**config.mk**
```make
export PLATFORM = sky130hd
export DESIGN_NAME = burst_read_seq
export DESIGN_NICKNAME = d
export VERILOG_FILES = /design/src/rtl/brs_pkg.sv /design/src/rtl/brs_cfg_reg.sv /design/src/rtl/brs_addr_gen.sv /design/src/rtl/brs_seq_timer.sv /design/src/rtl/burst_read_seq.sv
export SDC_FILE = /design/constraint.sdc
export NUM_CORES = 1
export LEC_CHECK = 0
export ABC_CLOCK_PERIOD_IN_PS = 2300
export BUFFER_PORTS_ARGS = -buffer_cell sky130_fd_sc_hd__clkbuf_2
export CAP_MARGIN = 20
export CELL_PAD_IN_SITES_DETAIL_PLACEMENT = 1
export CELL_PAD_IN_SITES_GLOBAL_PLACEMENT = 1
export CORE_UTILIZATION = 38
export CTS_CLUSTER_SIZE = 30
export DETAILED_ROUTE_END_ITERATION = 12
export PLACE_DENSITY_LB_ADDON = 0.1
export SLEW_MARGIN = 20
export SYNTH_ARGS = -nofsm -noshare
export SYNTH_HDL_FRONTEND = slang
export SYNTH_SLANG_ARGS = --single-unit
```
**constraint.sdc**
```tcl
create_clock -name clk_i -period 2.3 [get_ports clk_i]
set_input_delay 0.69 -clock clk_i [delete_from_list [all_inputs] [get_ports clk_i]]
set_output_delay 0.69 -clock clk_i [all_outputs]
set_load 0.02 [all_outputs]
```
**src/rtl/brs_pkg.sv**
```systemverilog
package brs_pkg;

  typedef struct packed {
    logic       async_mode;  // 15
    logic       rsv14;       // 14
    logic [2:0] lat;         // 13:11
    logic       wait_hi;     // 10
    logic       hold2;       // 9
    logic       wait_early;  // 8
    logic       seq_lin;     // 7
    logic       edge_rise;   // 6
    logic [1:0] rsv54;       // 5:4
    logic       no_wrap;     // 3
    logic [2:0] blen;        // 2:0
  } rcfg_t;

  localparam logic [15:0] RCFG_RST  = 16'hBFCF;
  localparam logic [15:0] RSV_MASK  = 16'h4030;
  localparam logic [2:0]  BLEN_CONT = 3'b111;

  typedef enum logic [1:0] {ST_IDLE, ST_LAT, ST_DATA} seq_st_e;

  function automatic logic rcfg_ok(rcfg_t c);
    logic len_ok;
    len_ok = (c.blen == 3'b001) || (c.blen == 3'b010) ||
             (c.blen == 3'b011) || (c.blen == BLEN_CONT);
    return (c.lat >= 3'd2) && len_ok && c.seq_lin &&
           !((c.lat == 3'd2) && c.hold2 && c.wait_early);
  endfunction

  function automatic logic [15:0] array_word(logic [7:0] a);
    return {~a, a};
  endfunction

endpackage

```
**src/rtl/brs_cfg_reg.sv**
```systemverilog
module brs_cfg_reg
  import brs_pkg::*;
(
  input  logic        clk_i,
  input  logic        rst_ni,
  input  logic        we_i,
  input  logic [15:0] wdata_i,
  output rcfg_t       cfg_o,
  output logic        err_o
);
  rcfg_t wr_cfg;
  logic  wr_ok;

  assign wr_cfg = rcfg_t'(wdata_i & ~RSV_MASK);
  assign wr_ok  = rcfg_ok(wr_cfg);

  always_ff @(posedge clk_i or negedge rst_ni) begin
    if (!rst_ni) begin
      cfg_o <= rcfg_t'(RCFG_RST);
      err_o <= 1'b0;
    end else begin
      if (we_i && wr_ok) cfg_o <= wr_cfg;
      err_o <= we_i && !wr_ok;
    end
  end

  AST_REJECT_KEEP: assert property (@(posedge clk_i) disable iff (!rst_ni)
    (we_i && !wr_ok) |=> (err_o && $stable(cfg_o)));
  AST_ACCEPT_QUIET: assert property (@(posedge clk_i) disable iff (!rst_ni)
    (we_i && wr_ok) |=> !err_o);
  AST_NO_COMBO: assert property (@(posedge clk_i) disable iff (!rst_ni)
    !((cfg_o.lat == 3'd2) && cfg_o.hold2 && cfg_o.wait_early));
endmodule

```
**src/rtl/brs_addr_gen.sv**
```systemverilog
module brs_addr_gen
  import brs_pkg::*;
#(
  parameter int AW = 8
) (
  input  logic          clk_i,
  input  logic          rst_ni,
  input  logic          load_i,
  input  logic [AW-1:0] load_addr_i,
  input  logic          step_i,
  input  logic          wrap_en_i,
  input  logic [2:0]    blen_i,
  output logic [AW-1:0] addr_o
);
  logic [AW-1:0] mask, addr_inc, addr_nxt;
  logic          wrap_act;

  always_comb begin
    unique case (blen_i)
      3'b001:  mask = AW'(3);
      3'b010:  mask = AW'(7);
      3'b011:  mask = AW'(15);
      default: mask = '0;
    endcase
  end

  assign wrap_act = wrap_en_i && (blen_i != BLEN_CONT);
  assign addr_inc = addr_o + 1'b1;
  assign addr_nxt = wrap_act ? ((addr_o & ~mask) | (addr_inc & mask)) : addr_inc;

  always_ff @(posedge clk_i or negedge rst_ni) begin
    if (!rst_ni)     addr_o <= '0;
    else if (load_i) addr_o <= load_addr_i;
    else if (step_i) addr_o <= addr_nxt;
  end

  AST_WRAP_BLOCK: assert property (@(posedge clk_i) disable iff (!rst_ni)
    (step_i && !load_i && wrap_act) |=> ((addr_o & ~$past(mask)) == ($past(addr_o) & ~$past(mask))));
endmodule

```
**src/rtl/brs_seq_timer.sv**
```systemverilog
module brs_seq_timer
  import brs_pkg::*;
(
  input  logic       clk_i,
  input  logic       rst_ni,
  input  logic       ce_i,
  input  logic       start_i,
  input  logic [2:0] lat_i,
  input  logic       hold2_i,
  input  logic       early_i,
  input  logic [2:0] blen_i,
  output logic       wait_act_o,
  output logic       dvalid_o,
  output logic       step_o
);
  seq_st_e    state_q;
  logic [2:0] cnt_q, lead;
  logic       hold_q, last_word;
  logic [3:0] wcnt_q, wlast;

  always_comb begin
    unique case (blen_i)
      3'b001:  wlast = 4'd3;
      3'b010:  wlast = 4'd7;
      default: wlast = 4'd15;
    endcase
  end

  assign lead      = early_i ? (hold2_i ? 3'd2 : 3'd1) : 3'd0;
  assign last_word = (blen_i != BLEN_CONT) && (wcnt_q == wlast);
  assign step_o    = (state_q == ST_DATA) && (!hold2_i || hold_q);

  always_ff @(posedge clk_i or negedge rst_ni) begin
    if (!rst_ni) begin
      state_q <= ST_IDLE;
      cnt_q   <= '0;
      hold_q  <= 1'b0;
      wcnt_q  <= '0;
    end else if (!ce_i) begin
      state_q <= ST_IDLE;
    end else if (start_i) begin
      state_q <= ST_LAT;
      cnt_q   <= lat_i;
      hold_q  <= 1'b0;
      wcnt_q  <= '0;
    end else begin
      unique case (state_q)
        ST_LAT: begin
          if (cnt_q == 3'd1) state_q <= ST_DATA;
          else               cnt_q   <= cnt_q - 1'b1;
        end
        ST_DATA: begin
          if (step_o) begin
            hold_q <= 1'b0;
            wcnt_q <= wcnt_q + 1'b1;
            if (last_word) state_q <= ST_IDLE;
          end else begin
            hold_q <= 1'b1;
          end
        end
        default: ;
      endcase
    end
  end

  assign dvalid_o   = ce_i && (state_q == ST_DATA);
  assign wait_act_o = ce_i && (state_q == ST_LAT) && (cnt_q > lead);

  AST_ABORT_IDLE: assert property (@(posedge clk_i) disable iff (!rst_ni)
    !ce_i |=> (state_q == ST_IDLE));
  AST_START_NO_DATA: assert property (@(posedge clk_i) disable iff (!rst_ni)
    start_i |=> !dvalid_o);
  AST_HOLD_PACE: assert property (@(posedge clk_i) disable iff (!rst_ni)
    (step_o && hold2_i && ce_i && !start_i && $stable(hold2_i)) |=> !step_o);
endmodule

```
**src/rtl/burst_read_seq.sv**
```systemverilog
module burst_read_seq
  import brs_pkg::*;
#(
  parameter int AW = 8
) (
  input  logic          clk_i,
  input  logic          rst_ni,
  input  logic          cfg_we_i,
  input  logic [15:0]   cfg_wdata_i,
  output logic [15:0]   cfg_rdata_o,
  output logic          cfg_err_o,
  input  logic          ce_i,
  input  logic          adv_i,
  input  logic [AW-1:0] addr_i,
  output logic [15:0]   data_o,
  output logic          dvalid_o,
  output logic          wait_o
);
  rcfg_t         cfg;
  logic          start, step, wait_act;
  logic [AW-1:0] cur_addr;

  brs_cfg_reg u_cfg (
    .clk_i   (clk_i),
    .rst_ni  (rst_ni),
    .we_i    (cfg_we_i),
    .wdata_i (cfg_wdata_i),
    .cfg_o   (cfg),
    .err_o   (cfg_err_o)
  );

  assign start = ce_i && adv_i && !cfg.async_mode;

  brs_addr_gen #(.AW(AW)) u_addr (
    .clk_i       (clk_i),
    .rst_ni      (rst_ni),
    .load_i      (start),
    .load_addr_i (addr_i),
    .step_i      (step),
    .wrap_en_i   (!cfg.no_wrap),
    .blen_i      (cfg.blen),
    .addr_o      (cur_addr)
  );

  brs_seq_timer u_tmr (
    .clk_i      (clk_i),
    .rst_ni     (rst_ni),
    .ce_i       (ce_i),
    .start_i    (start),
    .lat_i      (cfg.lat),
    .hold2_i    (cfg.hold2),
    .early_i    (cfg.wait_early),
    .blen_i     (cfg.blen),
    .wait_act_o (wait_act),
    .dvalid_o   (dvalid_o),
    .step_o     (step)
  );

  assign cfg_rdata_o = 16'(cfg);
  assign wait_o      = cfg.wait_hi ? wait_act : !wait_act;

  always_comb begin
    if (!ce_i)               data_o = '0;
    else if (cfg.async_mode) data_o = array_word(8'(addr_i));
    else if (dvalid_o)       data_o = array_word(8'(cur_addr));
    else                     data_o = '0;
  end

  AST_VALID_NOT_WAITING: assert property (@(posedge clk_i) disable iff (!rst_ni)
    dvalid_o |-> (wait_o == !cfg.wait_hi));
  AST_ASYNC_NO_VALID: assert property (@(posedge clk_i) disable iff (!rst_ni)
    (cfg.async_mode && $past(cfg.async_mode)) |-> !dvalid_o);
endmodule

```
==> results of run 1 <==
-- per-stage QoR --
step | setup slack, ns | cells | util [%]
floorplan | -0.00260 | 253 | -
global placement | -0.0985 | 377 | 47.8
detailed placement | -0.0987 | 377 | 47.8
CTS | -0.415 | 390 | 51.2
global route | -0.448 | 391 | 53.1
finish | -0.386 | 391 | 53.1
-- synth_stat cells (2+ instances only) --
| cell type | instances |
|---|---|
| sky130_fd_sc_hd__or4_1 | 2 |
| sky130_fd_sc_hd__buf_4 | 5 |
| sky130_fd_sc_hd__clkbuf_1 | 12 |
| sky130_fd_sc_hd__buf_2 | 2 |
| sky130_fd_sc_hd__o31ai_1 | 3 |
| sky130_fd_sc_hd__or3_1 | 4 |
| sky130_fd_sc_hd__nand3_1 | 7 |
| sky130_fd_sc_hd__nand2_1 | 20 |
| sky130_fd_sc_hd__and3_1 | 3 |
| sky130_fd_sc_hd__nand3b_1 | 9 |
| sky130_fd_sc_hd__nor2_1 | 16 |
| sky130_fd_sc_hd__nand4_1 | 2 |
| sky130_fd_sc_hd__inv_1 | 16 |
| sky130_fd_sc_hd__nor2b_1 | 5 |
| sky130_fd_sc_hd__dfstp_2 | 13 |
| sky130_fd_sc_hd__nor3b_1 | 9 |
| sky130_fd_sc_hd__dfrtp_1 | 19 |
| sky130_fd_sc_hd__ha_1 | 8 |
| sky130_fd_sc_hd__a211oi_1 | 2 |
| sky130_fd_sc_hd__nor4_1 | 2 |
| sky130_fd_sc_hd__xnor2_1 | 3 |
| sky130_fd_sc_hd__mux2_2 | 13 |
| sky130_fd_sc_hd__o211ai_1 | 3 |
| sky130_fd_sc_hd__and2_1 | 3 |
| sky130_fd_sc_hd__o21ai_0 | 11 |
| sky130_fd_sc_hd__a21oi_1 | 21 |
| sky130_fd_sc_hd__nand2b_1 | 6 |
| sky130_fd_sc_hd__a31oi_1 | 11 |
-- power groups by stage --
| stage | clock (W) | sequential [W] | combinational, W |
|---|---|---|---|
| 6_report | 0.000422 | 0.000982 | 0.00126 |
| 5_1_grt | 0.000454 | 0.00102 | 0.00139 |
| 4_1_cts | 0.000432 | 0.000966 | 0.00114 |
| 3_5_place_dp | 0 | 0.000981 | 0.00105 |
| 3_3_place_gp | 0 | 0.000973 | 0.00102 |
| 2_1_floorplan | 0 | 0.000945 | 0.000724 |
-- layout by cell type (no fill, tap or decap), types with 4 or more instances in the layout --
| cell type | count |
|---|---|
| sky130_fd_sc_hd__nor3b_2 | 4 |
| sky130_fd_sc_hd__buf_4 | 20 |
| sky130_fd_sc_hd__nand3b_1 | 9 |
| sky130_fd_sc_hd__buf_6 | 5 |
| sky130_fd_sc_hd__clkbuf_4 | 4 |
| sky130_fd_sc_hd__nand3_1 | 7 |
| sky130_fd_sc_hd__nor2_1 | 7 |
| sky130_fd_sc_hd__a21oi_2 | 7 |
| sky130_fd_sc_hd__clkbuf_2 | 49 |
| sky130_fd_sc_hd__dfrtp_1 | 19 |
| sky130_fd_sc_hd__nor2_2 | 7 |
| sky130_fd_sc_hd__clkbuf_8 | 5 |
| sky130_fd_sc_hd__inv_1 | 15 |
| sky130_fd_sc_hd__nand2b_1 | 6 |
| sky130_fd_sc_hd__a31oi_1 | 11 |
| sky130_fd_sc_hd__or3_1 | 4 |
| sky130_fd_sc_hd__nand2_1 | 19 |
| sky130_fd_sc_hd__o21ai_0 | 11 |
| sky130_fd_sc_hd__a21oi_1 | 13 |
| sky130_fd_sc_hd__ha_1 | 5 |
| sky130_fd_sc_hd__dfstp_2 | 12 |
| sky130_fd_sc_hd__mux2_2 | 13 |
-- final cells by class --
type                       count  share of cell area (%)
inverter                      17                    2.25
tap                           72                    3.06
sequential                    32                    27.9
multi-input combinational    184                    47.7
clock buffer                   8                    2.72
timing repair buffer          78                    16.4
-- logic make-up after synthesis --
logic type | count (synthesis) | synth area share (%)
DFF | 32 | 37.1
adders and majority gates | 9 | 5.05
other | 1 | 0.170
xor gates and xnor gates | 4 | 1.59
AOI/OAI and AO/OA | 62 | 17.7
and+or+nand+nor | 93 | 24.2
muxes | 13 | 6.64
buffers and inverters | 37 | 7.60
-- layer usage --
layer	vias up	share of wire, %	wire length, µm	track usage [%]
met2	36	48	2860	33.6
met1	1027	49	2940	29.2
met5	-	0	0	0
met3	4	3.0	178	3.49
met4	0	0.76	46	5.00
li1	1024	-	-	-
-- registers in the layout (all words and copies together), names as in the netlist, named ones only --
name / flops
u_tmr.hold_q: 1
u_cfg.err_o: 1
u_tmr.state_q: 2
u_tmr.cnt_q: 3
u_cfg.cfg_o: 13
u_tmr.wcnt_q: 4
u_addr.addr_o: 5
-- timing repair --
item	in CTS	in global routing
buffers inserted	5	1
resized for setup	18	28
pin swaps	0	6
hold endpoints to repair	0	0
setup endpoints to repair	16	16
-- final timing paths --
| check | startpoint | endpoint | slack [ns] |
|---|---|---|---|
| max in group asynchronous | rst_ni | u_cfg.cfg_o[0] | 1.54 |
| hold / removal | rst_ni | u_addr.addr_o[7] | 0.43 |
| setup / recovery | u_cfg.cfg_o[8] | wait_o | -0.39 |
| min in group clk_i | u_tmr.hold_q | u_tmr.hold_q | 0.52 |
| hold reg to reg | u_tmr.hold_q | u_tmr.hold_q | 0.52 |
| setup reg to reg | u_tmr.state_q[0] | u_addr.addr_o[5] | 0.36 |
==> flow_summary.html, run 1 <==
<table>
<tr><th>Metric</th><th>Value</th></tr>
<tr><th colspan="2">Synth</th></tr>
<tr><td>YS warnings</td><td>0</td></tr>
<tr><td>Netlist area before placement</td><td>~2200 µm²</td></tr>
<tr><td>Main flop type after synthesis</td><td>sky130_fd_sc_hd__dfrtp_1</td></tr>
<tr><td>Asr flop ratio synth</td><td>100%</td></tr>
<tr><td>Top area cells in the synthesized netlist</td><td>sky130_fd_sc_hd__dfrtp_1 22%, sky130_fd_sc_hd__dfstp_2 15%, sky130_fd_sc_hd__mux2_2 6.6%</td></tr>
<tr><td>Share of Yosys cell area claimed by the top area cell type</td><td>21.6%</td></tr>
<tr><td>Synth unique cells</td><td>a little under 50</td></tr>
<tr><td>Fraction of the yosys area taken by sequential cells</td><td>between 30% and 40%</td></tr>
<tr><td>Number of enable flip-flop cells after synthesis</td><td>0</td></tr>
<tr><td>Post-synthesis average cell area</td><td>between 8 and 9 µm²</td></tr>
<tr><td>Cell taking the most area after synthesis</td><td>sky130_fd_sc_hd__dfrtp_1</td></tr>
<tr><td>Synthesized flop and latch total</td><td>32</td></tr>
<tr><td>Number of cells produced by synthesis</td><td>between 200 and 300</td></tr>
<tr><th colspan="2">Job</th></tr>
<tr><td>Max-capacitance violation count</td><td>0</td></tr>
<tr><th colspan="2">Route</th></tr>
<tr><td>Detail Route Antenna Nets</td><td>0</td></tr>
<tr><td>Vias per cell</td><td>between 5 and 6</td></tr>
<tr><td>Wirelength, routed</td><td>between 6000 and 7000 µm</td></tr>
<tr><td>Number of DRC violations after detailed-routing iteration 0</td><td>around 100</td></tr>
<tr><td>Post-DR wirelength/cell</td><td>roughly 15 µm</td></tr>
<tr><td>Detailed-router iteration count before antenna repair</td><td>4</td></tr>
<tr><td>Number of remaining DRC errors</td><td>0</td></tr>
<tr><td>Vias post-DR</td><td>roughly 2100</td></tr>
<tr><th colspan="2">Pwr</th></tr>
<tr><td>Overall power</td><td>0.00267 W</td></tr>
<tr><td>Part of the total power dissipated in sequential elements</td><td>a little under two fifths</td></tr>
<tr><td>Leakage power summed over all cells</td><td>roughly 1.3 nW</td></tr>
<tr><td>Worst supply voltage drop on vdd</td><td>roughly 0.54 mV</td></tr>
<tr><td>Share of power burned in the clock network</td><td>15.8%</td></tr>
<tr><td>Internal Pwr Total</td><td>between 0.0015 and 0.002 W</td></tr>
<tr><td>Switching Share</td><td>roughly two fifths</td></tr>
<tr><td>Power density over the cells</td><td>between 900 and 1000 nW/µm²</td></tr>
<tr><td>Proportion of power drawn by combinational gates</td><td>47.3%</td></tr>
<tr><td>Reported net switching power</td><td>0.00109 W</td></tr>
<tr><th colspan="2">Die</th></tr>
<tr><td>Horizontal extent of the die</td><td>78.2 µm</td></tr>
<tr><td>Row cnt</td><td>27</td></tr>
<tr><td>Initial cell density of the core</td><td>39.8%</td></tr>
<tr><td>Die span in y</td><td>between 70 and 80 µm</td></tr>
<tr><td>Floorplan core area</td><td>approximately 5500 µm²</td></tr>
<tr><td>DIE AREA</td><td>about 6100 µm²</td></tr>
<tr><td>Top-level port count</td><td>64</td></tr>
<tr><th colspan="2">STA</th></tr>
<tr><td>Clock period minus worst slack</td><td>between 2 and 3 ns</td></tr>
<tr><td>Slew headroom</td><td>between 60 and 70%</td></tr>
<tr><td>Highest achievable clock rate</td><td>0.372 GHz</td></tr>
<tr><td>RSZ-0062 raised after global routing</td><td>yes</td></tr>
<tr><td>Setup total negative slack</td><td>-0.386 ns</td></tr>
<tr><td>Fin Clk Skew</td><td>~0.0044 ns</td></tr>
<tr><td>Final-layout worst hold slack</td><td>around 0.43 ns</td></tr>
<tr><td>Post-layout worst setup margin</td><td>-0.386 ns</td></tr>
<tr><td>Final hold vios</td><td>0</td></tr>
<tr><td>Setup violators final</td><td>1</td></tr>
<tr><td>Transition time at the pin with the least slew margin</td><td>about 0.53 ns</td></tr>
<tr><td>Final number of max-transition violations</td><td>0</td></tr>
<tr><td>Post-route fraction of the period consumed by the critical path</td><td>117%</td></tr>
<tr><th colspan="2">Worst hold path</th></tr>
<tr><td>Hold crit path type</td><td>in2async</td></tr>
<tr><th colspan="2">Layout</th></tr>
<tr><td>Post-route cell area</td><td>2940 µm²</td></tr>
<tr><td>Proportion of layout cells with a drive suffix above 1</td><td>between 40% and 50%</td></tr>
<tr><td>Combined area of the multi-input logic cells</td><td>~1400 µm²</td></tr>
<tr><td>Sequential cell area in the final layout</td><td>between 800 and 900 µm²</td></tr>
<tr><td>Nets</td><td>355</td></tr>
<tr><td>Filler cell count</td><td>roughly 680</td></tr>
<tr><td>Antenna diodes</td><td>0</td></tr>
<tr><td>Layout Area Growth over Synthesis</td><td>33.5%</td></tr>
<tr><th colspan="2">Global route</th></tr>
<tr><td>Maximum number of pins on one net before global-route repair</td><td>33</td></tr>
<tr><td>Initial antenna violation count</td><td>0</td></tr>
<tr><td>First-pass GRT wire length</td><td>between 9000 and 10000 µm</td></tr>
<tr><td>Combined global-route utilization of all metal layers</td><td>20.9%</td></tr>
<tr><td>Total congestion overflow</td><td>0</td></tr>
<tr><td>Number of global-route vias before repair</td><td>about 2000</td></tr>
<tr><th colspan="2">Worst setup path</th></tr>
<tr><td>Worst path depth</td><td>7</td></tr>
<tr><td>Arrival time of data at the critical path endpoint</td><td>2.00 ns</td></tr>
<tr><td>Cell family with the largest share of critical-path delay</td><td>flip-flops</td></tr>
<tr><td>Worst-path cell chain</td><td>nand2_2, ha_4, nor2b_4, a2bb2oi_2, o211ai_1, xor2_2, buf_6</td></tr>
<tr><td>R2R depth</td><td>7</td></tr>
<tr><td>Data required time of the worst path</td><td>~1.6 ns</td></tr>
<tr><td>Buffers &amp; Inverters on Critical Path</td><td>1</td></tr>
<tr><td>Endpoint class of the critical path</td><td>output port</td></tr>
<tr><td>Launching element type of the critical path</td><td>register</td></tr>
<tr><td>Worst path max stage delay</td><td>roughly 0.55 ns</td></tr>
<tr><td>Crit Path Category</td><td>reg2out</td></tr>
<tr><td>Slowest cell on the critical path</td><td>sky130_fd_sc_hd__dfstp_2</td></tr>
<tr><td>Worst-path fanout max</td><td>3</td></tr>
<tr><th colspan="2">CTS</th></tr>
<tr><td>Maximum level of the CTS H-tree</td><td>2</td></tr>
<tr><td>Total of hold buffers inserted after clock tree synthesis</td><td>0</td></tr>
<tr><td>Clock slew seen by the registers of the worst setup and hold paths</td><td>~0.070 ns</td></tr>
<tr><td>Clock latency of the later-clocked register in the worst-skew pair</td><td>~0.29 ns</td></tr>
<tr><td>Number of clock buffers inserted by TritonCTS</td><td>5</td></tr>
<tr><td>CTS sink cnt</td><td>32</td></tr>
<tr><td>TritonCTS clock tree</td><td>done</td></tr>
<tr><td>Maximum buffer depth of the clock tree</td><td>2</td></tr>
<tr><td>Buffer type at the clock tree root</td><td>sky130_fd_sc_hd__clkbuf_8</td></tr>
<tr><th colspan="2">Placement</th></tr>
<tr><td>I/O Buffers</td><td>57</td></tr>
<tr><td>Gpl congestion</td><td>approximately 0.76</td></tr>
<tr><td>HPWL Detailed</td><td>roughly 4400 µm</td></tr>
<tr><td>Placement-stage cell area</td><td>approximately 2600 µm²</td></tr>
<tr><th colspan="2">Status</th></tr>
<tr><td>Failing checks</td><td>setup timing</td></tr>
<tr><td>Status</td><td>finished with violations</td></tr>
</table>
No activity file was read; power rests on OpenSTA's default activity.
==> run 2, diff against run 1 <==
==> constraint.sdc (replaced) <==
create_clock -name clk_i -period 2.3 [get_ports clk_i]
set_input_delay 0.115 -clock clk_i [delete_from_list [all_inputs] [get_ports clk_i]]
set_output_delay 0.115 -clock clk_i [all_outputs]
set_load 0.02 [all_outputs]
==> flow_summary.html, run 2 (same netlist as run 1, synthesis figures left out) <==
<table>
<tr><th>Metric</th><th>Value</th></tr>
<tr><th colspan="2">CTS</th></tr>
<tr><td>Maximum level of the CTS H-tree</td><td>2 (unchanged)</td></tr>
<tr><td>Number of clock buffers inserted by TritonCTS</td><td>5 (unchanged)</td></tr>
<tr><td>Buffer type at the clock tree root</td><td>sky130_fd_sc_hd__clkbuf_8</td></tr>
<tr><td>TritonCTS clock tree</td><td>done</td></tr>
<tr><td>CTS sink cnt</td><td>32 (unchanged)</td></tr>
<tr><td>Clock latency of the later-clocked register in the worst-skew pair</td><td>0.29 ns (about the same)</td></tr>
<tr><td>Clock slew seen by the registers of the worst setup and hold paths</td><td>0.07 ns (about the same)</td></tr>
<tr><td>Maximum buffer depth of the clock tree</td><td>2 (unchanged)</td></tr>
<tr><th colspan="2">Worst setup path</th></tr>
<tr><td>Data required time of the worst path</td><td>2.18 ns (+0.57 ns)</td></tr>
<tr><td>Arrival time of data at the critical path endpoint</td><td>2.01 ns (about the same)</td></tr>
<tr><td>R2R Path Start</td><td>u_cfg.cfg_o[0]</td></tr>
<tr><td>Launching element type of the critical path</td><td>register</td></tr>
<tr><td>R2R depth</td><td>4 (-3)</td></tr>
<tr><td>Worst-path fanout max</td><td>6 (+3)</td></tr>
<tr><td>Endpoint class of the critical path</td><td>output port</td></tr>
<tr><td>RR Endpoint</td><td>u_tmr.state_q[1]</td></tr>
<tr><td>Crit Path Category</td><td>reg2out</td></tr>
<tr><td>Setup slack of the worst register-to-register path</td><td>0.53 ns (+0.17 ns)</td></tr>
<tr><td>Capture point of the worst path</td><td>wait_o</td></tr>
<tr><td>Launching element of the worst setup path</td><td>u_cfg.cfg_o[9]</td></tr>
<tr><th colspan="2">STA</th></tr>
<tr><td>Transition time at the pin with the least slew margin</td><td>0.874 ns (+0.343 ns)</td></tr>
<tr><td>Final hold vios</td><td>0 (unchanged)</td></tr>
<tr><td>Post-route fraction of the period consumed by the critical path</td><td>92.3% (-24 points)</td></tr>
<tr><td>Final-layout worst hold slack</td><td>0.0566 ns (-0.370 ns)</td></tr>
<tr><td>Final number of max-transition violations</td><td>0 (unchanged)</td></tr>
<tr><td>Highest achievable clock rate</td><td>0.471 GHz (+26%)</td></tr>
<tr><td>RSZ-0062 raised after global routing</td><td>no</td></tr>
<tr><td>Setup violators final</td><td>0 (-1)</td></tr>
<tr><td>Clock period minus worst slack</td><td>2.12 ns (-0.562 ns)</td></tr>
<tr><td>Slew headroom</td><td>41.6% (-23 points)</td></tr>
<tr><td>Fin Clk Skew</td><td>0.00531 ns (+0.000921 ns)</td></tr>
<tr><td>Setup total negative slack</td><td>0 ns (+0.386 ns)</td></tr>
<tr><th colspan="2">Route</th></tr>
<tr><td>Number of DRC violations after detailed-routing iteration 0</td><td>55 (-46%)</td></tr>
<tr><td>Vias post-DR</td><td>2017 (-3.5%)</td></tr>
<tr><td>Detail Route Antenna Nets</td><td>0 (unchanged)</td></tr>
<tr><td>Post-DR wirelength/cell</td><td>14.9 µm (-3.1%)</td></tr>
<tr><td>Detailed-router iteration count before antenna repair</td><td>4 (unchanged)</td></tr>
<tr><td>Wirelength, routed</td><td>5640 µm (-6.4%)</td></tr>
<tr><td>Number of remaining DRC errors</td><td>0 (unchanged)</td></tr>
<tr><td>Vias per cell</td><td>5.34 (-0.22%)</td></tr>
<tr><th colspan="2">Worst hold path</th></tr>
<tr><td>Hold Path Cell Cnt</td><td>2</td></tr>
<tr><td>Hold crit path type</td><td>in2reg</td></tr>
<tr><th colspan="2">Global route</th></tr>
<tr><td>Combined global-route utilization of all metal layers</td><td>20.2% (-0.75 points)</td></tr>
<tr><td>Maximum number of pins on one net before global-route repair</td><td>35 (+6.1%)</td></tr>
<tr><td>Initial antenna violation count</td><td>0 (unchanged)</td></tr>
<tr><td>Number of global-route vias before repair</td><td>1999 (-1.5%)</td></tr>
<tr><td>Top Usage Layer GRT</td><td>met2</td></tr>
<tr><td>Met3 capacity usage during global routing</td><td>4.65% (+1.2 points)</td></tr>
<tr><td>Met2 Track Usage GR</td><td>34.6% (+0.96 points)</td></tr>
<tr><td>First-pass GRT wire length</td><td>9630 µm (-3.6%)</td></tr>
<tr><td>Total congestion overflow</td><td>0 (unchanged)</td></tr>
<tr><td>Met1 capacity usage during global routing</td><td>25.9% (-3.4 points)</td></tr>
<tr><th colspan="2">Placement</th></tr>
<tr><td>Gpl congestion</td><td>0.775 (+1.6%)</td></tr>
<tr><td>I/O Buffers</td><td>57 (unchanged)</td></tr>
<tr><td>HPWL Detailed</td><td>4160 µm (-4.7%)</td></tr>
<tr><th colspan="2">Status</th></tr>
<tr><td>Status</td><td>complete, no violations</td></tr>
<tr><th colspan="2">Die</th></tr>
<tr><td>Top-level port count</td><td>64 (unchanged)</td></tr>
<tr><td>Initial cell density of the core</td><td>39.8% (unchanged)</td></tr>
<tr><td>Die span in y</td><td>78.2 µm (unchanged)</td></tr>
<tr><td>Floorplan core area</td><td>5540 µm² (unchanged)</td></tr>
<tr><td>Row cnt</td><td>27 (unchanged)</td></tr>
<tr><td>Horizontal extent of the die</td><td>78.2 µm (unchanged)</td></tr>
<tr><td>DIE AREA</td><td>6110 µm² (unchanged)</td></tr>
<tr><th colspan="2">Layout</th></tr>
<tr><td>Top reg by flops</td><td>u_cfg.cfg_o</td></tr>
<tr><td>Layout Area Growth over Synthesis</td><td>19.7%</td></tr>
<tr><td>Most common cell after layout, fill and taps aside</td><td>sky130_fd_sc_hd__clkbuf_2</td></tr>
<tr><td>Number of flip-flops in the largest register</td><td>13 (unchanged)</td></tr>
<tr><td>Commonest cells after routing, fill and taps aside</td><td>57 x sky130_fd_sc_hd__clkbuf_2, 21 x sky130_fd_sc_hd__a21oi_1, 20 x sky130_fd_sc_hd__nand2_1, 19 x sky130_fd_sc_hd__dfrtp_1</td></tr>
<tr><td>Antenna diodes</td><td>0 (unchanged)</td></tr>
<tr><td>Proportion of layout cells with a drive suffix above 1</td><td>33.3% (-13 points)</td></tr>
<tr><td>Filler cell count</td><td>692 (+2.5%)</td></tr>
<tr><td>Nets</td><td>342 (-3.7%)</td></tr>
<tr><td>Biggest regs</td><td>u_cfg.cfg_o x13, u_addr.addr_o x5, u_tmr.wcnt_q x4</td></tr>
<tr><th colspan="2">Pwr</th></tr>
<tr><td>Power density over the cells</td><td>914 nW/µm² (+0.93%)</td></tr>
<tr><td>Leakage power summed over all cells</td><td>1.18 nW (-8.0%)</td></tr>
<tr><td>Worst supply voltage drop on vdd</td><td>0.536 mV (-0.55%)</td></tr>
<tr><th colspan="2">Job</th></tr>
<tr><td>Max-capacitance violation count</td><td>0 (unchanged)</td></tr>
</table>
[run 2: changes by cell type in the layout (fill, tap and decap cells not counted), moves of 3 or more]
cell	before	now
sky130_fd_sc_hd__nor2_1	7	16
sky130_fd_sc_hd__buf_4	20	7
sky130_fd_sc_hd__nor3b_4	3	0
sky130_fd_sc_hd__a21oi_1	13	21
sky130_fd_sc_hd__buf_6	5	0
sky130_fd_sc_hd__a21oi_2	7	0
sky130_fd_sc_hd__nor3b_1	2	9
sky130_fd_sc_hd__nor2_2	7	0
sky130_fd_sc_hd__clkbuf_1	3	0
sky130_fd_sc_hd__clkbuf_4	4	0
sky130_fd_sc_hd__clkbuf_2	49	57
sky130_fd_sc_hd__nor3b_2	4	0
sky130_fd_sc_hd__ha_1	5	8
[run 2: area by class of cell]
class                      instances  area, µm²  area share [%]
sequential                        32        817            31.0
multi-input combinational        184       1230            46.5
tap                               72       90.1            3.41
inverter                          17       63.8            2.42
clock inverter                     2       10.0           0.379
timing repair buffer              65        348            13.2
clock buffer                       6       82.6            3.13
[run 2: per-stage QoR]
stage	setup WS, ns	total power, W	instance area (µm²)	utilization [%]	std cells
final	0.176	0.00241	2640	47.6	378
after global routing	0.0338	0.00261	2640	47.6	378
after CTS	0.137	0.00245	2640	47.6	378
after detailed placement	0.459	0.00197	2540	45.8	369
after global placement	0.468	0.00193	2540	45.8	369
after floorplan	0.523	0.00165	2210	-	253
[run 2: worst max-delay path, cell delays in order, from the launching register on]
cell and delay, ns:
sky130_fd_sc_hd__dfstp_2 0.58, sky130_fd_sc_hd__nand2_1 0.07, sky130_fd_sc_hd__ha_1 0.28, sky130_fd_sc_hd__nor2b_1 0.13, sky130_fd_sc_hd__a2bb2oi_1 0.12, sky130_fd_sc_hd__o211ai_1 0.19
sky130_fd_sc_hd__xor2_1 0.16, sky130_fd_sc_hd__clkbuf_2 0.18
[run 2: routing by layer]
| layer | share of wire [%] | wire length, µm |
|---|---|---|
| met1 | 47 | 2630 |
| met2 | 50 | 2820 |
| met3 | 2.7 | 151 |
| met4 | 0.74 | 42 |
| met5 | 0 | 0 |
[run 2: how the worst min path moves through the flow]
stage,startpoint,end,slack (ns)
floorplan,rst_ni,async pin,-0.18
global placement,rst_ni,u_cfg.err_o,0.25
detailed placement,rst_ni,u_tmr.wcnt_q[1],0.26
CTS,cfg_we_i,u_cfg.err_o,0.05
global route,cfg_wdata_i[15],u_cfg.cfg_o[15],0.05
finish,cfg_we_i,u_cfg.err_o,0.06
[run 2: repair_timing]
item                      in CTS  in global routing
buffers inserted               0                  0
hold buffers                   1                  0
resized for setup              0                  0
hold endpoints to repair      19                  0
[run 2: power by group]
part	switching [W]	leakage, nW	internal, W
clock network	0.000219	0.0510	0.000239
logic	0.000585	0.756	0.000423
registers	0.000192	0.370	0.000755
==> run 3, diff against run 2 <==
--- a/config.mk
+++ b/config.mk
@@ -13,7 +13,7 @@
 export CORE_UTILIZATION = 38
 export CTS_CLUSTER_SIZE = 30
 export DETAILED_ROUTE_END_ITERATION = 12
-export PLACE_DENSITY_LB_ADDON = 0.1
+export PLACE_DENSITY = 0.8
 export SLEW_MARGIN = 20
 export SYNTH_ARGS = -nofsm -noshare
 export SYNTH_HDL_FRONTEND = slang
==> flow_summary.html, run 3 (same netlist as run 1, synthesis figures left out) <==
<table>
<tr><th>Metric</th><th>Value</th></tr>
<tr><th colspan="2">Worst setup path</th></tr>
<tr><td>R2R depth</td><td>4 (unchanged)</td></tr>
<tr><td>Crit Path Category</td><td>reg2out</td></tr>
<tr><td>Launching element type of the critical path</td><td>register</td></tr>
<tr><td>Worst-path cell chain</td><td>nand2_1, ha_1, nor2b_1, a2bb2oi_1, o211ai_1, xor2_1, clkbuf_2</td></tr>
<tr><td>Capture point of the worst path</td><td>wait_o</td></tr>
<tr><td>Buffers &amp; Inverters on Critical Path</td><td>1 (unchanged)</td></tr>
<tr><td>R2R Path Start</td><td>u_cfg.cfg_o[0]</td></tr>
<tr><td>Arrival time of data at the critical path endpoint</td><td>2.00 ns (about the same)</td></tr>
<tr><td>Endpoint class of the critical path</td><td>output port</td></tr>
<tr><td>RR Endpoint</td><td>u_tmr.state_q[0]</td></tr>
<tr><td>Worst path depth</td><td>7 (unchanged)</td></tr>
<tr><td>Data required time of the worst path</td><td>2.18 ns (about the same)</td></tr>
<tr><td>Launching element of the worst setup path</td><td>u_cfg.cfg_o[9]</td></tr>
<tr><td>Worst-path fanout max</td><td>6 (unchanged)</td></tr>
<tr><td>Cell family with the largest share of critical-path delay</td><td>flip-flops</td></tr>
<tr><td>Slowest cell on the critical path</td><td>sky130_fd_sc_hd__dfstp_2</td></tr>
<tr><td>Worst path max stage delay</td><td>0.57 ns (about the same)</td></tr>
<tr><td>Setup slack of the worst register-to-register path</td><td>0.46 ns (-0.07 ns)</td></tr>
<tr><th colspan="2">Die</th></tr>
<tr><td>Initial cell density of the core</td><td>39.8% (unchanged)</td></tr>
<tr><td>Horizontal extent of the die</td><td>78.2 µm (unchanged)</td></tr>
<tr><td>DIE AREA</td><td>6110 µm² (unchanged)</td></tr>
<tr><td>Top-level port count</td><td>64 (unchanged)</td></tr>
<tr><td>Floorplan core area</td><td>5540 µm² (unchanged)</td></tr>
<tr><td>Die span in y</td><td>78.2 µm (unchanged)</td></tr>
<tr><td>Row cnt</td><td>27 (unchanged)</td></tr>
<tr><th colspan="2">STA</th></tr>
<tr><td>Highest achievable clock rate</td><td>0.473 GHz (+0.43%)</td></tr>
<tr><td>Final number of max-transition violations</td><td>0 (unchanged)</td></tr>
<tr><td>Post-route fraction of the period consumed by the critical path</td><td>91.9% (-0.40 points)</td></tr>
<tr><td>Clock period minus worst slack</td><td>2.11 ns (-0.00914 ns)</td></tr>
<tr><td>Setup total negative slack</td><td>0 ns (unchanged)</td></tr>
<tr><td>Slew headroom</td><td>43.9% (+2.3 points)</td></tr>
<tr><td>Final hold vios</td><td>0 (unchanged)</td></tr>
<tr><td>Post-layout worst setup margin</td><td>0.185 ns (+0.00914 ns)</td></tr>
<tr><td>Final-layout worst hold slack</td><td>0.0581 ns (+0.00150 ns)</td></tr>
<tr><td>RSZ-0062 raised after global routing</td><td>no</td></tr>
<tr><td>Transition time at the pin with the least slew margin</td><td>0.841 ns (-0.0327 ns)</td></tr>
<tr><td>Fin Clk Skew</td><td>0.00401 ns (-0.00130 ns)</td></tr>
<tr><td>Setup violators final</td><td>0 (unchanged)</td></tr>
<tr><th colspan="2">Layout</th></tr>
<tr><td>Nets</td><td>341 (-0.29%)</td></tr>
<tr><td>Layout Area Growth over Synthesis</td><td>19.4%</td></tr>
<tr><td>Filler cell count</td><td>687 (-0.72%)</td></tr>
<tr><td>Sequential cell area in the final layout</td><td>817 µm² (unchanged)</td></tr>
<tr><td>Number of flip-flops in the largest register</td><td>13 (unchanged)</td></tr>
<tr><td>Most common cell after layout, fill and taps aside</td><td>sky130_fd_sc_hd__clkbuf_2</td></tr>
<tr><td>Post-layout utilization of the core</td><td>47.5% (-0.14 points)</td></tr>
<tr><td>Top reg by flops</td><td>u_cfg.cfg_o</td></tr>
<tr><td>Proportion of layout cells with a drive suffix above 1</td><td>32.8% (-0.55 points)</td></tr>
<tr><td>Biggest regs</td><td>u_cfg.cfg_o x13, u_addr.addr_o x5, u_tmr.wcnt_q x4</td></tr>
<tr><td>Combined area of the multi-input logic cells</td><td>1230 µm² (+0.20%)</td></tr>
<tr><td>Commonest cells after routing, fill and taps aside</td><td>57 x sky130_fd_sc_hd__clkbuf_2, 21 x sky130_fd_sc_hd__a21oi_1, 20 x sky130_fd_sc_hd__nand2_1, 19 x sky130_fd_sc_hd__dfrtp_1</td></tr>
<tr><td>Antenna diodes</td><td>0 (unchanged)</td></tr>
<tr><th colspan="2">Route</th></tr>
<tr><td>Number of remaining DRC errors</td><td>0 (unchanged)</td></tr>
<tr><td>Detail Route Antenna Nets</td><td>0 (unchanged)</td></tr>
<tr><td>Post-DR wirelength/cell</td><td>16.2 µm (+8.7%)</td></tr>
<tr><td>Detailed-router iteration count before antenna repair</td><td>4 (unchanged)</td></tr>
<tr><td>Vias per cell</td><td>5.53 (+3.6%)</td></tr>
<tr><td>Wirelength, routed</td><td>6120 µm (+8.4%)</td></tr>
<tr><td>Vias post-DR</td><td>2085 (+3.4%)</td></tr>
<tr><td>Number of DRC violations after detailed-routing iteration 0</td><td>147 (+170%)</td></tr>
<tr><th colspan="2">Pwr</th></tr>
<tr><td>Share of power burned in the clock network</td><td>18.6% (-0.4 points)</td></tr>
<tr><td>Power density over the cells</td><td>925 nW/µm² (+1.2%)</td></tr>
<tr><td>Worst supply voltage drop on vdd</td><td>0.379 mV (-29%)</td></tr>
<tr><td>Switching Share</td><td>41.8% (+0.52 points)</td></tr>
<tr><td>Part of the total power dissipated in sequential elements</td><td>39.4% (about the same)</td></tr>
<tr><td>Reported net switching power</td><td>0.00102 W (+2.2%)</td></tr>
<tr><td>Proportion of power drawn by combinational gates</td><td>42.0% (+0.2 points)</td></tr>
<tr><td>Internal Pwr Total</td><td>0.00142 W (about the same)</td></tr>
<tr><td>Leakage power summed over all cells</td><td>1.17 nW (-1.0%)</td></tr>
<tr><th colspan="2">Global route</th></tr>
<tr><td>Combined global-route utilization of all metal layers</td><td>21.6% (+1.4 points)</td></tr>
<tr><td>Number of global-route vias before repair</td><td>2115 (+5.8%)</td></tr>
<tr><td>Initial antenna violation count</td><td>0 (unchanged)</td></tr>
<tr><td>Maximum number of pins on one net before global-route repair</td><td>35 (unchanged)</td></tr>
<tr><td>Total congestion overflow</td><td>0 (unchanged)</td></tr>
<tr><td>First-pass GRT wire length</td><td>10300 µm (+7.3%)</td></tr>
<tr><th colspan="2">CTS</th></tr>
<tr><td>Maximum buffer depth of the clock tree</td><td>2 (unchanged)</td></tr>
<tr><td>Number of clock buffers inserted by TritonCTS</td><td>5 (unchanged)</td></tr>
<tr><td>Clock latency of the later-clocked register in the worst-skew pair</td><td>0.28 ns (about the same)</td></tr>
<tr><td>CTS sink cnt</td><td>32 (unchanged)</td></tr>
<tr><td>Maximum level of the CTS H-tree</td><td>2 (unchanged)</td></tr>
<tr><td>Buffer type at the clock tree root</td><td>sky130_fd_sc_hd__clkbuf_8</td></tr>
<tr><td>TritonCTS clock tree</td><td>done</td></tr>
<tr><td>Post-CTS Setup Inserts</td><td>0 (unchanged)</td></tr>
<tr><td>Clock slew seen by the registers of the worst setup and hold paths</td><td>0.07 ns (about the same)</td></tr>
<tr><th colspan="2">Placement</th></tr>
<tr><td>Post-placement setup slack</td><td>0.419 ns (-0.0401 ns)</td></tr>
<tr><td>Gpl congestion</td><td>0.770 (-0.71%)</td></tr>
<tr><td>HPWL Detailed</td><td>4500 µm (+8.2%)</td></tr>
<tr><td>I/O Buffers</td><td>57 (unchanged)</td></tr>
<tr><th colspan="2">Status</th></tr>
<tr><td>Status</td><td>complete, no violations</td></tr>
<tr><th colspan="2">Worst hold path</th></tr>
<tr><td>Hold crit path type</td><td>in2reg</td></tr>
<tr><th colspan="2">Job</th></tr>
<tr><td>Max-capacitance violation count</td><td>0 (unchanged)</td></tr>
</table>
[run 3: worst min path at each step]
stage | start | endpoint | slack, ns | cells after the start
floorplan | rst_ni | async pin | -0.18 | 0
global placement | rst_ni | u_cfg.err_o | 0.25 | 1
detailed placement | rst_ni | u_tmr.wcnt_q[1] | 0.25 | 1
CTS | cfg_we_i | u_cfg.err_o | 0.05 | 2
global route | cfg_wdata_i[3] | u_cfg.cfg_o[3] | 0.06 | 2
finish | cfg_we_i | u_cfg.err_o | 0.06 | 2
[run 3: final cells by class]
cell class,instances,share of cell area [%]
clock buffer,8,3.42
inverter,17,2.43
multi-input combinational,184,46.7
sequential,32,31.1
tap,72,3.42
timing repair buffer,64,12.9
[run 3: timing repair]
item	CTS	global route
endpoints found under the hold margin	19	0
resized for setup	0	1
setup endpoints to repair	0	1
hold buffers	1	0
[run 3: power groups by stage]
stage | Clock, W | Sequential, W | Combinational (W)
global placement | 0 | 0.000949 | 0.000957
global route | 0.000476 | 0.000990 | 0.00115
CTS | 0.000461 | 0.000958 | 0.00103
finish | 0.000453 | 0.000960 | 0.00102
detailed placement | 0 | 0.000965 | 0.00101
floorplan | 0 | 0.000943 | 0.000702
[run 3: layer usage]
metal  vias to the layer above  track usage (%)  part of all wire (%)
li1                        995                -                     -
met1                      1050             27.7                    44
met2                        31             37.7                    52
met3                         9             2.91                   2.7
met4                         0             6.11                   1.2
met5                         -                0                     0
[run 3: through the flow]
| stage | area, µm² | total power [W] | instances |
|---|---|---|---|
| 2_1_floorplan | 2210 | 0.00165 | 253 |
| 3_3_place_gp | 2530 | 0.00191 | 368 |
| 3_5_place_dp | 2530 | 0.00198 | 368 |
| 4_1_cts | 2630 | 0.00245 | 377 |
| 5_1_grt | 2630 | 0.00261 | 377 |
| 6_report | 2630 | 0.00243 | 377 |
[run 3: worst reg2reg max path, cell delays in order, from the launching register on]
cell and delay, ns:
sky130_fd_sc_hd__dfstp_2 0.63, sky130_fd_sc_hd__nor4b_1 0.31, sky130_fd_sc_hd__a31oi_1 0.08, sky130_fd_sc_hd__o311ai_0 0.50
sky130_fd_sc_hd__a31oi_1 0.17
